===== config.mk =====
export PLATFORM = sky130hd
export DESIGN_NAME = rx_guard_timer
export DESIGN_NICKNAME = d
export VERILOG_FILES = /design/src/rtl/rx_guard_pkg.sv /design/src/rtl/guard_unit_sel.sv /design/src/rtl/guard_prescaler.sv /design/src/rtl/guard_fsm.sv /design/src/rtl/rx_guard_timer.sv
export SDC_FILE = /design/constraint.sdc
export NUM_CORES = 1
export LEC_CHECK = 0
export BUFFER_PORTS_ARGS = -buffer_cell sky130_fd_sc_hd__buf_2
export CAP_MARGIN = 40
export CORE_UTILIZATION = 51
export DETAILED_ROUTE_END_ITERATION = 10
export PLACE_DENSITY = 0.85
export SETUP_SLACK_MARGIN = 0.3
export SKIP_LAST_GASP = 1
export SLEW_MARGIN = 20
export SYNTH_ARGS = -nofsm -noshare
export SYNTH_HDL_FRONTEND = slang
export SYNTH_HIERARCHICAL = 1
export SYNTH_SLANG_ARGS = --single-unit

===== constraint.sdc =====
create_clock -name clk -period 3.3 [get_ports clk]
set_input_delay 0.33 -clock clk [delete_from_list [all_inputs] [get_ports clk]]
set_output_delay 0.33 -clock clk [all_outputs]
set_load 0.01 [all_outputs]

===== src/rtl/rx_guard_pkg.sv =====
package rx_guard_pkg;
    typedef enum logic [0:0] {
        GS_IDLE  = 1'b0,
        GS_GUARD = 1'b1
    } guard_state_t;

    function automatic int unsigned bits_for(input int unsigned value);
        int unsigned w;
        w = 1;
        while ((1 << w) <= value) w++;
        return w;
    endfunction
endpackage


===== src/rtl/guard_unit_sel.sv =====
module guard_unit_sel #(
    parameter int unsigned CARRIER_DIV  = 16,
    parameter int unsigned HALF_BIT_MAX = 64,
    parameter int unsigned UNIT_W       = 7
) (
    input  logic              unit_sel,
    input  logic [2:0]        baud_code,
    output logic [UNIT_W-1:0] unit_len,
    output logic              reserved
);
    logic [1:0]        shift_amt;
    logic [UNIT_W-1:0] half_len;

    always_comb begin
        reserved  = ~baud_code[2];
        // codes 4..7 halve the half-bit length per step; reserved codes fall back to the slowest rate
        shift_amt = reserved ? 2'd0 : baud_code[1:0];
        half_len  = UNIT_W'(HALF_BIT_MAX) >> shift_amt;
        unit_len  = unit_sel ? half_len : UNIT_W'(CARRIER_DIV);
    end
endmodule


===== src/rtl/guard_prescaler.sv =====
module guard_prescaler #(
    parameter int unsigned UNIT_W = 7
) (
    input  logic              clk,
    input  logic              rst_n,
    input  logic              run,
    input  logic              restart,
    input  logic [UNIT_W-1:0] unit_len,
    output logic              tick
);
    logic [UNIT_W-1:0] pcnt;
    logic              at_end;

    assign at_end = (pcnt == unit_len - UNIT_W'(1));
    assign tick   = run && !restart && at_end;

    always_ff @(posedge clk or negedge rst_n) begin
        if (!rst_n) begin
            pcnt <= '0;
        end else if (restart || !run || at_end) begin
            pcnt <= '0;
        end else begin
            pcnt <= pcnt + UNIT_W'(1);
        end
    end
endmodule


===== src/rtl/guard_fsm.sv =====
module guard_fsm
    import rx_guard_pkg::*;
#(
    parameter int unsigned WAIT_W = 7
) (
    input  logic              clk,
    input  logic              rst_n,
    input  logic              tx_done,
    input  logic [WAIT_W-1:0] wait_val,
    input  logic              tick,
    output logic              guard_on
);
    guard_state_t      state, state_nx;
    logic [WAIT_W-1:0] remaining;
    logic              wait_zero;
    logic              last_unit;

    assign wait_zero = (wait_val == '0);
    assign last_unit = tick && (remaining == WAIT_W'(1));

    // state register
    always_ff @(posedge clk or negedge rst_n) begin
        if (!rst_n) state <= GS_IDLE;
        else        state <= state_nx;
    end

    // transitions: START, RELOAD, CANCEL, EXPIRE
    always_comb begin
        state_nx = state;
        unique case (state)
            GS_IDLE: begin
                if (tx_done && !wait_zero) state_nx = GS_GUARD;   // START
            end
            GS_GUARD: begin
                if (tx_done)        state_nx = wait_zero ? GS_IDLE : GS_GUARD; // CANCEL / RELOAD
                else if (last_unit) state_nx = GS_IDLE;                        // EXPIRE
            end
            default: state_nx = GS_IDLE;
        endcase
    end

    // unit counter
    always_ff @(posedge clk or negedge rst_n) begin
        if (!rst_n) begin
            remaining <= '0;
        end else if (tx_done) begin
            remaining <= wait_val;
        end else if (state == GS_GUARD && tick) begin
            remaining <= remaining - WAIT_W'(1);
        end
    end

    // outputs
    always_comb begin
        unique case (state)
            GS_GUARD: guard_on = 1'b1;
            default:  guard_on = 1'b0;
        endcase
    end
endmodule


===== src/rtl/rx_guard_timer.sv =====
module rx_guard_timer
    import rx_guard_pkg::*;
#(
    parameter int unsigned WAIT_W       = 7,
    parameter int unsigned CARRIER_DIV  = 16,
    parameter int unsigned HALF_BIT_MAX = 64
) (
    input  logic              clk,
    input  logic              rst_n,
    input  logic [WAIT_W:0]   wait_cfg,
    input  logic [2:0]        baud_code,
    input  logic              tx_done,
    input  logic              rx_raw,
    output logic              rx_gated,
    output logic              guard_active,
    output logic              config_error
);
    localparam int unsigned UNIT_MAX = (CARRIER_DIV > HALF_BIT_MAX) ? CARRIER_DIV : HALF_BIT_MAX;
    localparam int unsigned UNIT_W   = bits_for(UNIT_MAX);

    logic [UNIT_W-1:0] unit_len_cfg;
    logic [UNIT_W-1:0] unit_len_q;
    logic              code_reserved;
    logic              unit_tick;
    logic              guard_on;
    logic              err_q;

    guard_unit_sel #(
        .CARRIER_DIV (CARRIER_DIV),
        .HALF_BIT_MAX(HALF_BIT_MAX),
        .UNIT_W      (UNIT_W)
    ) u_unit_sel (
        .unit_sel (wait_cfg[WAIT_W]),
        .baud_code(baud_code),
        .unit_len (unit_len_cfg),
        .reserved (code_reserved)
    );

    // unit length is frozen at each transmit-done so mid-guard changes are ignored
    always_ff @(posedge clk or negedge rst_n) begin
        if (!rst_n)       unit_len_q <= UNIT_W'(CARRIER_DIV);
        else if (tx_done) unit_len_q <= unit_len_cfg;
    end

    guard_prescaler #(
        .UNIT_W(UNIT_W)
    ) u_prescaler (
        .clk     (clk),
        .rst_n   (rst_n),
        .run     (guard_on),
        .restart (tx_done),
        .unit_len(unit_len_q),
        .tick    (unit_tick)
    );

    guard_fsm #(
        .WAIT_W(WAIT_W)
    ) u_fsm (
        .clk     (clk),
        .rst_n   (rst_n),
        .tx_done (tx_done),
        .wait_val(wait_cfg[WAIT_W-1:0]),
        .tick    (unit_tick),
        .guard_on(guard_on)
    );

    always_ff @(posedge clk or negedge rst_n) begin
        if (!rst_n)             err_q <= 1'b0;
        else if (code_reserved) err_q <= 1'b1;
    end

    assign guard_active = guard_on;
    assign rx_gated     = guard_on ? 1'b0 : rx_raw;
    assign config_error = err_q;
endmodule



### Word-level counts from Yosys, hierarchy flattened

Index checks and enable logic that the tools add are counted.

| storage, ports and cells | value |
|---|---|
| register bits | 23 |
| latch bits | 0 |
| memory bits (writable) | 0 |
| memory bits (read-only) | 0 |
| bits of input ports | 15 |
| output and inout bits | 3 |
| word-level logic and storage cells | 36 |
| memories kept | 0 |

| operators by class | value |
|---|---|
| add/subtract/negate cells | 3 |
| $mul | 0 |
| divide/modulo/power cells | 0 |
| order comparisons | 0 |
| eq/ne operators | 2 |
| shift operators | 1 |
| multiplexer cells | 12 |
| bitwise logic cells | 1 |
| reduce and logical (&&, ||, !) cells | 12 |

Operators by type and width:

| cell | number |
|---|---|
| 7-bit two-way mux | 4 |
| 7-bit by 1-bit subtractor with 7-bit output (second input constant) | 2 |
| 7-bit by 1-bit adder with 7-bit output (second input constant) | 1 |
| 7-bit by 1-bit == test with 1-bit output (second input constant) | 1 |
| 7-bit == test | 1 |
| 7-bit zero test | 1 |
| 7-bit by 2-bit >> shifter with 7-bit output (first input constant) | 1 |
| 1-bit two-way mux | 6 |
| 1-bit logical AND | 5 |
| 1-bit zero test | 3 |
| 1-bit logical OR | 2 |
| 2-bit two-way mux | 1 |
| 1-bit case mux with 2 select lines | 1 |
| 2-bit nonzero test | 1 |
| 1-bit inverter | 1 |

### Longest topological paths before layout

Gate-level depths: netlist of run 1.

| depth | value |
|---|---|
| depth after elaboration | 7 |
| gate-level depth with buffers | 9 |
| mapped depth without buffers | 9 |

### Cells and area by module

Netlist of run 1, hierarchy kept.

By module, submodules not included:

| module | instances | cells each | area each (um2) | seq. area each (um2) |
|---|---|---|---|---|
| guard_prescaler | 1 | 56 | 541.8 | 175.2 |
| guard_fsm | 1 | 51 | 479.2 | 200.2 |
| rx_guard_timer | 1 | 18 | 330.3 | 201.4 |
| guard_unit_sel | 1 | 12 | 70.1 | 0.0 |

### Worst setup path after synthesis of run 1

OpenSTA, ideal clock, no wires.

| timing | value |
|---|---|
| path type | reg-to-reg |
| start | register unit_len_q[0] |
| end | register u_fsm.remaining[5] |
| library setup time | 0.120 ns |
| arrival | 2.969 ns |
| required time | 3.180 ns |
| slack | 0.211 ns |
| stages on the path, launching flop included | 10 |
| buffers on the path | 0 |
| clock period less this slack | 3.089 ns |
| cell sequence | dfrtp_1 inv_1 ha_1 or3b_1 o31a_1 a2111oi_2 and3_1 nand4bb_1 or4b_1 and3_1 |

| between the ends | value |
|---|---|
| cells in the longest elaborated chain, start to end | 5 |

Ends and longest elaborated chain:

| item | line | source |
|---|---|---|
| start: declaration | rx_guard_timer.sv:22 | `logic [UNIT_W-1:0] unit_len_q;` |
| start signal: assignment | rx_guard_timer.sv:41 | `if (!rst_n) unit_len_q <= UNIT_W'(CARRIER_DIV);` |
| start signal: assignment | rx_guard_timer.sv:42 | `else if (tx_done) unit_len_q <= unit_len_cfg;` |
| 7-bit by 1-bit subtractor with 7-bit output | guard_prescaler.sv:14 | `assign at_end = (pcnt == unit_len - UNIT_W'(1));` |
| 7-bit == test | guard_prescaler.sv:14 |  |
| 1-bit logical AND | guard_prescaler.sv:15 | `assign tick = run && !restart && at_end;` |
| net unit_tick | rx_guard_timer.sv:24 | `logic unit_tick;` |
| 1-bit logical AND | guard_fsm.sv:48 | `end else if (state == GS_GUARD && tick) begin` |
| 2-bit nonzero test (no line) | -- |  |
| end signal: assignment | guard_fsm.sv:47 | `remaining <= wait_val;` |
| end signal: assignment | guard_fsm.sv:49 | `remaining <= remaining - WAIT_W'(1);` |
| end: declaration | guard_fsm.sv:14 | `logic [WAIT_W-1:0] remaining;` |

The timed path passes the listed nets, and every way through them passes these cells.
A chain may end at the register's enable or synchronous reset.

### Final worst setup path of run 1

Ends and elaborated chain as after synthesis.

==> out/metrics.cfg, run 1 <==
[layout]
seqCellArea_um2=578
fin_cells=199
synthToLayoutAreaGrowth_pct=19.9
fillers=193
layout.nets=189
final_common_cell=dfrtp_1
drive_gt1_frac=0.349
n_antenna_cell=0
mostFrequentLayoutCells=dfrtp_1 (21), buf_2 (17), buf_4 (13)
multi_input_area_um2=842

[yosys]
yosysTopAreaCell=dfrtp_1
synth_xor_area_frac=0.0924
synthMuxAreaShare=0.0739
yosysSeqAreaShare=0.406
synth_top_family_by_area=simple AND/OR/NAND/NOR gates
synth_fa_ha_area_frac=0.0352
synthSimpleGateAreaFrac=0.200
synth_area_leaders=dfrtp_1 (39%), mux2_4 (7.4%), xnor2_1 (4.9%)
synth_edf_count=0
yosysWarnings=6
async_reset_ff_frac=1.00
synthFlopType=dfrtp_1
synth_cell_types=43
synth_top_area_frac=0.387
ys_ff_latch=23
syn_area_mm2=0.00142
synth_cells=137
synth_compound_area_frac=0.145
synth_area_per_cell_um2=10.4

[die]
rows=18
initial_core_util=0.559
core_area_mm2=0.00254
ios=18
die_h_um=54.8
fp.dieW_um=54.8
die_area_mm2=0.00300

[flow_run]
maxCapViolations=0

[power_and_ir_drop]
p_per_area_mw_per_mm2=365
ir_drop_mv=0.322
p_leak_uw=0.000739

[global_routing]
grt-ovfl-total=0
grt_pass1_wl_um=4690
grt_max_degree=28
first_global_vias=997
antenna_found_initial=0
grt_usage=0.223

[sta]
slew_violations=0
period_share=0.900
setup_viol=0
fmax_mhz=337
setup_tns_ns=0
fin_crit_ns=2.97
holdWs_ns=0.253
rsz0062_at_grt=no
relSlewSlack=0.657
tightest_slew_ns=0.515
final_hold_viol_count=0
clock_skew_ns=0.00913
fin_ws_ns=0.331

[cts]
root_buffer=clkbuf_4
cts_made_buffers=3
clk_latency_ns=0.31
cts_num_sinks=23
clk_path_buf_depth=2
path_clk_slew_ns=0.13
cts_tree=done
cts_max_level=1

[setup_path]
cpPeakStageDelay_ns=0.52
r2r_end=u_fsm/remaining[5]
cp_data_arrival_time_ns=3.18
crit_path_cell_trace=inv_2, ha_4, or3b_4, o31a_1, a2111oi_4, and3_4, nand4bb_4, or4b_1, and3_4
reg2regPathDepth=9
crit_top_cell=and3_4
path_class=flop to flop
crit_end=u_fsm/remaining[5]
cp-startpoint=unit_len_q[0]
slowest_stage=or4b_1
required_ns=3.51
r2r_start=unit_len_q[0]
startpoint_type=flop
end_kind=flop
critPathMaxFanout=4
rrSetupSlack_ns=0.33

[route]
vias=1149
wirelength_um=3250
dr.pass1.iters=4
avgViaCountPerCell=5.77
wl_per_cell_um=16.4
postRouteAntennaNets=0
drt_iter0_drc=35
remaining_drc_errors=0

[run_status]
outcome=completed

[place]
dp.cells=184
place_ws_ns=0.229
port_buffers=17
dpl.hpwl_um=2110
gp_congestion=0.791

[worst_hold_path]
hp-class=input pin to flop

[power by group]
part / leakage [µW] / internal, µW / switching [µW]
combinational: 0.000441 / 85.5 / 75.5
clock: 0.0000177 / 45.2 / 84.1
sequential: 0.000281 / 304 / 28.3
total: 0.000739 / 434 / 188
[cell families (layout without fill, tap and decap cells)]
kind of cell / count (synthesis) / in the layout
flip-flops: 23 / 23
AO/OA/AOI/OAI: 27 / 27
buffers and inverters: 12 / 42
AND/OR/NAND/NOR: 48 / 48
other: 1 / 3
XOR/XNOR: 15 / 15
multiplexers: 7 / 7
adder cells (fa/ha/maj): 4 / 4
[how the worst min path moves through the flow]
stage                      from                  end  slack, ns  cells past startpoint
global placement          rst_n  u_prescaler/pcnt[5]       0.32                      1
global route        wait_cfg[3]   u_fsm/remaining[3]       0.25                      3
detailed placement        rst_n  u_prescaler/pcnt[5]       0.33                      1
floorplan                 rst_n         config_error       0.03                      0
CTS                 wait_cfg[6]   u_fsm/remaining[6]       0.24                      3
finish              wait_cfg[6]   u_fsm/remaining[6]       0.25                      3
[layer usage]
layer,vias to the layer above,GRT usage,share of wire
met5,-,0,0
li1,554,-,-
met2,33,0.382,0.53
met4,0,0.0983,0.014
met3,8,0.0417,0.029
met1,554,0.270,0.43
[worst max-delay path: cells and delay by family (launching register included)]
family / cells / cell delay [ns]
AND/OR/NAND/NOR: 5 / 1.50
AO/OA/AOI/OAI: 2 / 0.72
flip-flops: 1 / 0.46
adder cells (fa/ha/maj): 1 / 0.13
buffers and inverters: 1 / 0.07
[Yosys cell counts (all sizes together), types with 4 or more instances]
library cell,count
a211oi,7
buf,4
dfrtp,22
ha,4
inv,7
mux2,7
nand2,9
nand3,6
nor2,5
nor2b,4
o21ai,7
o31a,4
or4,4
xnor2,8
xor2,7
[repair_timing]
action	in CTS	in global routing
endpoints found under the setup margin	1	4
gates resized for setup	3	7
endpoints found under the hold margin	22	0
hold buffers	1	0
pin swaps	0	7
setup buffers	0	10
[registers in the layout (all words and copies together), names as in the netlist]
register and flops:
unit_len_q 7, u_fsm/remaining 7, u_prescaler/pcnt 7, u_fsm/state 1, config_error 1
[per-stage QoR]
step / instance area [µm²] / total power, µW / utilization
2_1_floorplan: 1440 / 422 / -
3_3_place_gp: 1550 / 458 / 0.609
3_5_place_dp: 1550 / 467 / 0.609
4_1_cts: 1590 / 599 / 0.626
5_1_grt: 1700 / 655 / 0.670
6_report: 1700 / 622 / 0.670
[area by class of cell]
cell class	instances	area share
timing repair buffer	31	0.113
inverter	7	0.0154
sequential	23	0.339
clock inverter	1	0.00294
tap	30	0.0220
clock buffer	3	0.0132
multi-input combinational	104	0.494
Power figures use the tool's default switching activity.
==> run 2: changes to the inputs <==
Settings changed: CORE_UTILIZATION 51 to 45, PLACE_DENSITY 0.85 to 0.78.
==> run 2 against run 1 <==
  * Utilization fell by 12 points
  * Cell area is 1.8% lower
  * Sequential power is 1% lower
  * Combinational power down 9%
  * Via count decreased by 7.2%
  * Maximum frequency grew 0.70%
  * Die area is 13% higher
  * Critical endpoint unchanged
  * Critical path depth down 1
  * Hold slack worse by 0.0087 ns
==> out/metrics.cfg, run 2 (synthesis gave the netlist of run 1 again) <==
[sta]
rsz0062_at_grt=no
holdWs_ns=0.244
final_hold_viol_count=0
setup_viol=0
tightest_slew_ns=0.537
relSlewSlack=0.639
period_share=0.893
clock_skew_ns=0.00812
setup_tns_ns=0
slew_violations=0
fin_crit_ns=2.95
fmax_mhz=339

[power_and_ir_drop]
p_clk_frac=0.215
p_leak_uw=0.000715
p_comb_frac=0.243
swShare=0.291
power_uw=606
power.switching_uw=177
intPower_uw=429
ir_drop_mv=0.279
p_seq_frac=0.542
p_per_area_mw_per_mm2=362

[global_routing]
grt_pass1_wl_um=4530
grt_usage=0.178
antenna_found_initial=0
grt-ovfl-total=0
grt_max_degree=28
first_global_vias=1071

[layout]
synthToLayoutAreaGrowth_pct=17.7
n_antenna_cell=0
mostFrequentLayoutCells=dfrtp_1 (22), buf_2 (17), nand2_1 (9)
fillers=274
reg_top3=u_fsm/remaining (7), u_prescaler/pcnt (7), unit_len_q (7)
final_cell_area_mm2=0.00167
drive_gt1_frac=0.311
fin_util=0.552
final_common_cell=dfrtp_1
layout.nets=184

[route]
postRouteAntennaNets=0
drt_iter0_drc=22
avgViaCountPerCell=5.13
wl_per_cell_um=13.2
remaining_drc_errors=0
dr.pass1.iters=4
vias=1066
wirelength_um=2750

[worst_hold_path]
hold_end=u_fsm/remaining[1]
whs_path_depth=2
hp-class=input pin to flop
min_from=wait_cfg[1]

[die]
ios=18
rows=20
initial_core_util=0.469
core_area_mm2=0.00303
die_area_mm2=0.00339
fp.dieW_um=58.2
die_h_um=58.2

[setup_path]
critPathMaxFanout=4
end_kind=flop
path_class=flop to flop
r2r_start=unit_len_q[1]
required_ns=3.51
reg2regPathDepth=8
startpoint_type=flop
rrSetupSlack_ns=0.35
r2r_end=u_fsm/remaining[5]
cp_data_arrival_time_ns=3.16

[cts]
cts_max_level=1
cts_tree=done
path_clk_slew_ns=0.13
clk_path_buf_depth=2
cts_num_sinks=23
root_buffer=clkbuf_4
clk_latency_ns=0.31
cts_made_buffers=3

[place]
gp_congestion=0.835
port_buffers=17
placed_area_mm2=0.00157
dpl.hpwl_um=2010

[run_status]
outcome=completed

[flow_run]
maxCapViolations=0

run 2: worst max-delay path, cell delays in order, from the launching register on:
cell,delay [ns]
dfrtp_1,0.41
buf_4,0.15
or4_4,0.52
or3_1,0.39
a211oi_2,0.26
and3_4,0.25
nand4bb_1,0.15
or4b_1,0.55
and3_4,0.16
run 2: how the worst max path moves through the flow:
stage,start,endpoint,slack [ns],depth (start not counted)
finish,unit_len_q[1],u_fsm/remaining[5],0.35,8
global route,unit_len_q[1],u_fsm/remaining[5],0.29,8
CTS,unit_len_q[1],u_fsm/remaining[5],0.30,9
detailed placement,unit_len_q[0],u_fsm/remaining[5],0.03,9
global placement,unit_len_q[0],u_fsm/remaining[5],0.17,9
floorplan,unit_len_q[0],u_fsm/remaining[5],0.33,9
run 2: layout make-up:
type | count | area, µm² | area share
Clock buffer | 4 | 26.3 | 0.0157
Multi-Input combinational cell | 104 | 830 | 0.496
Inverter | 7 | 26.3 | 0.0157
Timing Repair Buffer | 26 | 159 | 0.0950
Tap cell | 44 | 55.1 | 0.0329
Sequential cell | 23 | 577 | 0.345
run 2: layer usage:
layer	track usage	vias to the layer above	share of wire
li1	-	545	-
met1	0.208	505	0.46
met2	0.328	14	0.51
met3	0.0469	2	0.024
met4	0.0340	0	0.0033
met5	0	-	0
run 2: through the flow:
stage               worst slack, ns  std cells
global route                  0.293        208
detailed placement           0.0315        198
CTS                           0.305        205
finish                        0.352        208
floorplan                     0.327        139
global placement              0.171        198
run 2: power groups by stage:
stage / sequential (µW) / clock, µW / combinational [µW]
3_5_place_dp: 334 / 0 / 128
3_3_place_gp: 333 / 0 / 122
4_1_cts: 328 / 137 / 138
5_1_grt: 331 / 149 / 164
6_report: 328 / 130 / 147
2_1_floorplan: 327 / 0 / 94.6
run 2: timing repair:
action	CTS	global route
pin swaps	2	7
setup endpoints to repair	5	1
resized for setup	4	5
hold endpoints to repair	22	0
hold buffers	1	0
setup buffers	2	3
==> run 3: changes to the inputs <==
Settings changed: CORE_ASPECT_RATIO from default to 0.8, CTS_CLUSTER_DIAMETER from default to 200, HOLD_SLACK_MARGIN from default to 0.15.
==> run 3 against run 2 <==
  * Utilization grew 0.96 points
  * Sequential power is essentially flat
  * Power grew 5.8%
  * Critical path type unchanged
==> out/metrics.cfg, run 3 (synthesis gave the netlist of run 1 again) <==
[layout]
final_common_cell=dfrtp_1
n_antenna_cell=0
mostFrequentLayoutCells=dfrtp_1 (22), buf_2 (17), nand2_1 (9)
layout.nets=178
reg_top3=u_fsm/remaining (7), u_prescaler/pcnt (7), unit_len_q (7)
fillers=262
final_cell_area_mm2=0.00161
synthToLayoutAreaGrowth_pct=13.6
drive_gt1_frac=0.259

[cts]
clk_latency_ns=0.27
path_clk_slew_ns=0.08
cts_max_level=1
root_buffer=clkbuf_8
cts_made_buffers=3
clk_path_buf_depth=2
cts_tree=done
cts_num_sinks=23

[sta]
rsz0062_at_grt=no
setup_viol=0
setup_tns_ns=0
tightest_slew_ns=0.853
final_hold_viol_count=0
fmax_mhz=345
clock_skew_ns=0.00234
fin_crit_ns=2.90
relSlewSlack=0.416
period_share=0.878
slew_violations=0

[setup_path]
path_class=flop to flop
rrSetupSlack_ns=0.40
crit_end=u_fsm/remaining[5]
critPathMaxFanout=8
cpPeakStageDelay_ns=0.55
crit_family=simple AND/OR/NAND/NOR gates
r2r_start=unit_len_q[2]
slowest_stage=or4_1
end_kind=flop
reg2regPathDepth=7
crit_path_cell_trace=or4_1, or3_1, a211oi_2, and3_4, nand4bb_1, or4b_1, and3_1
cp-startpoint=unit_len_q[2]
startpoint_type=flop
required_ns=3.46
path_buf_inv=0
r2r_end=u_fsm/remaining[5]
cp_num_cells=7
cp_data_arrival_time_ns=3.06

[route]
drt_iter0_drc=42
postRouteAntennaNets=0
vias=1062
remaining_drc_errors=0
wirelength_um=2810
wl_per_cell_um=14.3
avgViaCountPerCell=5.42
dr.pass1.iters=4

[place]
dpl.hpwl_um=2000
port_buffers=17
gp_congestion=0.835
placed_area_mm2=0.00154

[global_routing]
first_global_vias=1027
grt-ovfl-total=0
grt_pass1_wl_um=4890
grt_max_degree=28
antenna_found_initial=0
grt_usage=0.197

[die]
core_area_mm2=0.00287
ios=18
fp.dieW_um=64.8
die_area_mm2=0.00339
initial_core_util=0.495
die_h_um=52.3
rows=17

[worst_hold_path]
hp-class=input pin to flop

[power_and_ir_drop]
ir_drop_mv=0.265
p_leak_uw=0.000690
p_per_area_mw_per_mm2=397

[run_status]
outcome=completed

[flow_run]
maxCapViolations=0

## run 3: repair_timing
| action | CTS | global route |
|---|---|---|
| resized for setup | 0 | 3 |
| hold buffers | 1 | 0 |
| setup buffers | 1 | 0 |
| setup endpoints to repair | 5 | 2 |
| hold endpoints to repair | 22 | 0 |
| pin swaps | 1 | 0 |
## run 3: worst min path at each step
stage	start	end	slack [ns]	cells after the start
after detailed placement	rst_n	u_prescaler/pcnt[2]	0.34	1
after CTS	wait_cfg[1]	u_fsm/remaining[1]	0.28	2
final	wait_cfg[6]	u_fsm/remaining[6]	0.29	3
after global placement	rst_n	u_prescaler/pcnt[0]	0.33	1
after global routing	wait_cfg[3]	u_fsm/remaining[3]	0.29	3
after floorplan	rst_n	config_error	0.03	0
## run 3: final cells by class
cell class	instances	area [µm²]	area share
clock buffer	4	45.0	0.0279
sequential	23	577	0.357
tap	38	47.5	0.0295
timing repair buffer	20	110	0.0682
multi-input combinational	104	808	0.501
inverter	7	26.3	0.0163
## run 3: worst reg2reg max path: stages, from the launching register on
cell       delay, ns
dfrtp_1         0.46
or4_1           0.55
or3_1           0.38
a211oi_2        0.29
and3_4          0.26
nand4bb_1       0.16
or4b_1          0.49
and3_1          0.19
## run 3: stage by stage
stage	instances	total power, µW	hold WS, ns	setup slack, ns	utilization
after floorplan	139	422	0.0344	0.327	-
after global placement	190	454	0.330	0.171	0.538
after detailed placement	190	461	0.340	0.0396	0.538
after CTS	196	645	0.280	0.367	0.559
after global routing	196	679	0.288	0.309	0.562
final	196	641	0.287	0.403	0.562
## run 3: metal layers
metal	GRT usage	wire, µm
met1	0.267	1450
met2	0.297	1220
met3	0.0587	100
met4	0.0704	37
met5	0	0
## run 3: where the power goes
group | internal (µW) | switching (µW)
logic | 67.8 | 65.3
registers | 303 | 26.6
clock network | 86.4 | 92.0
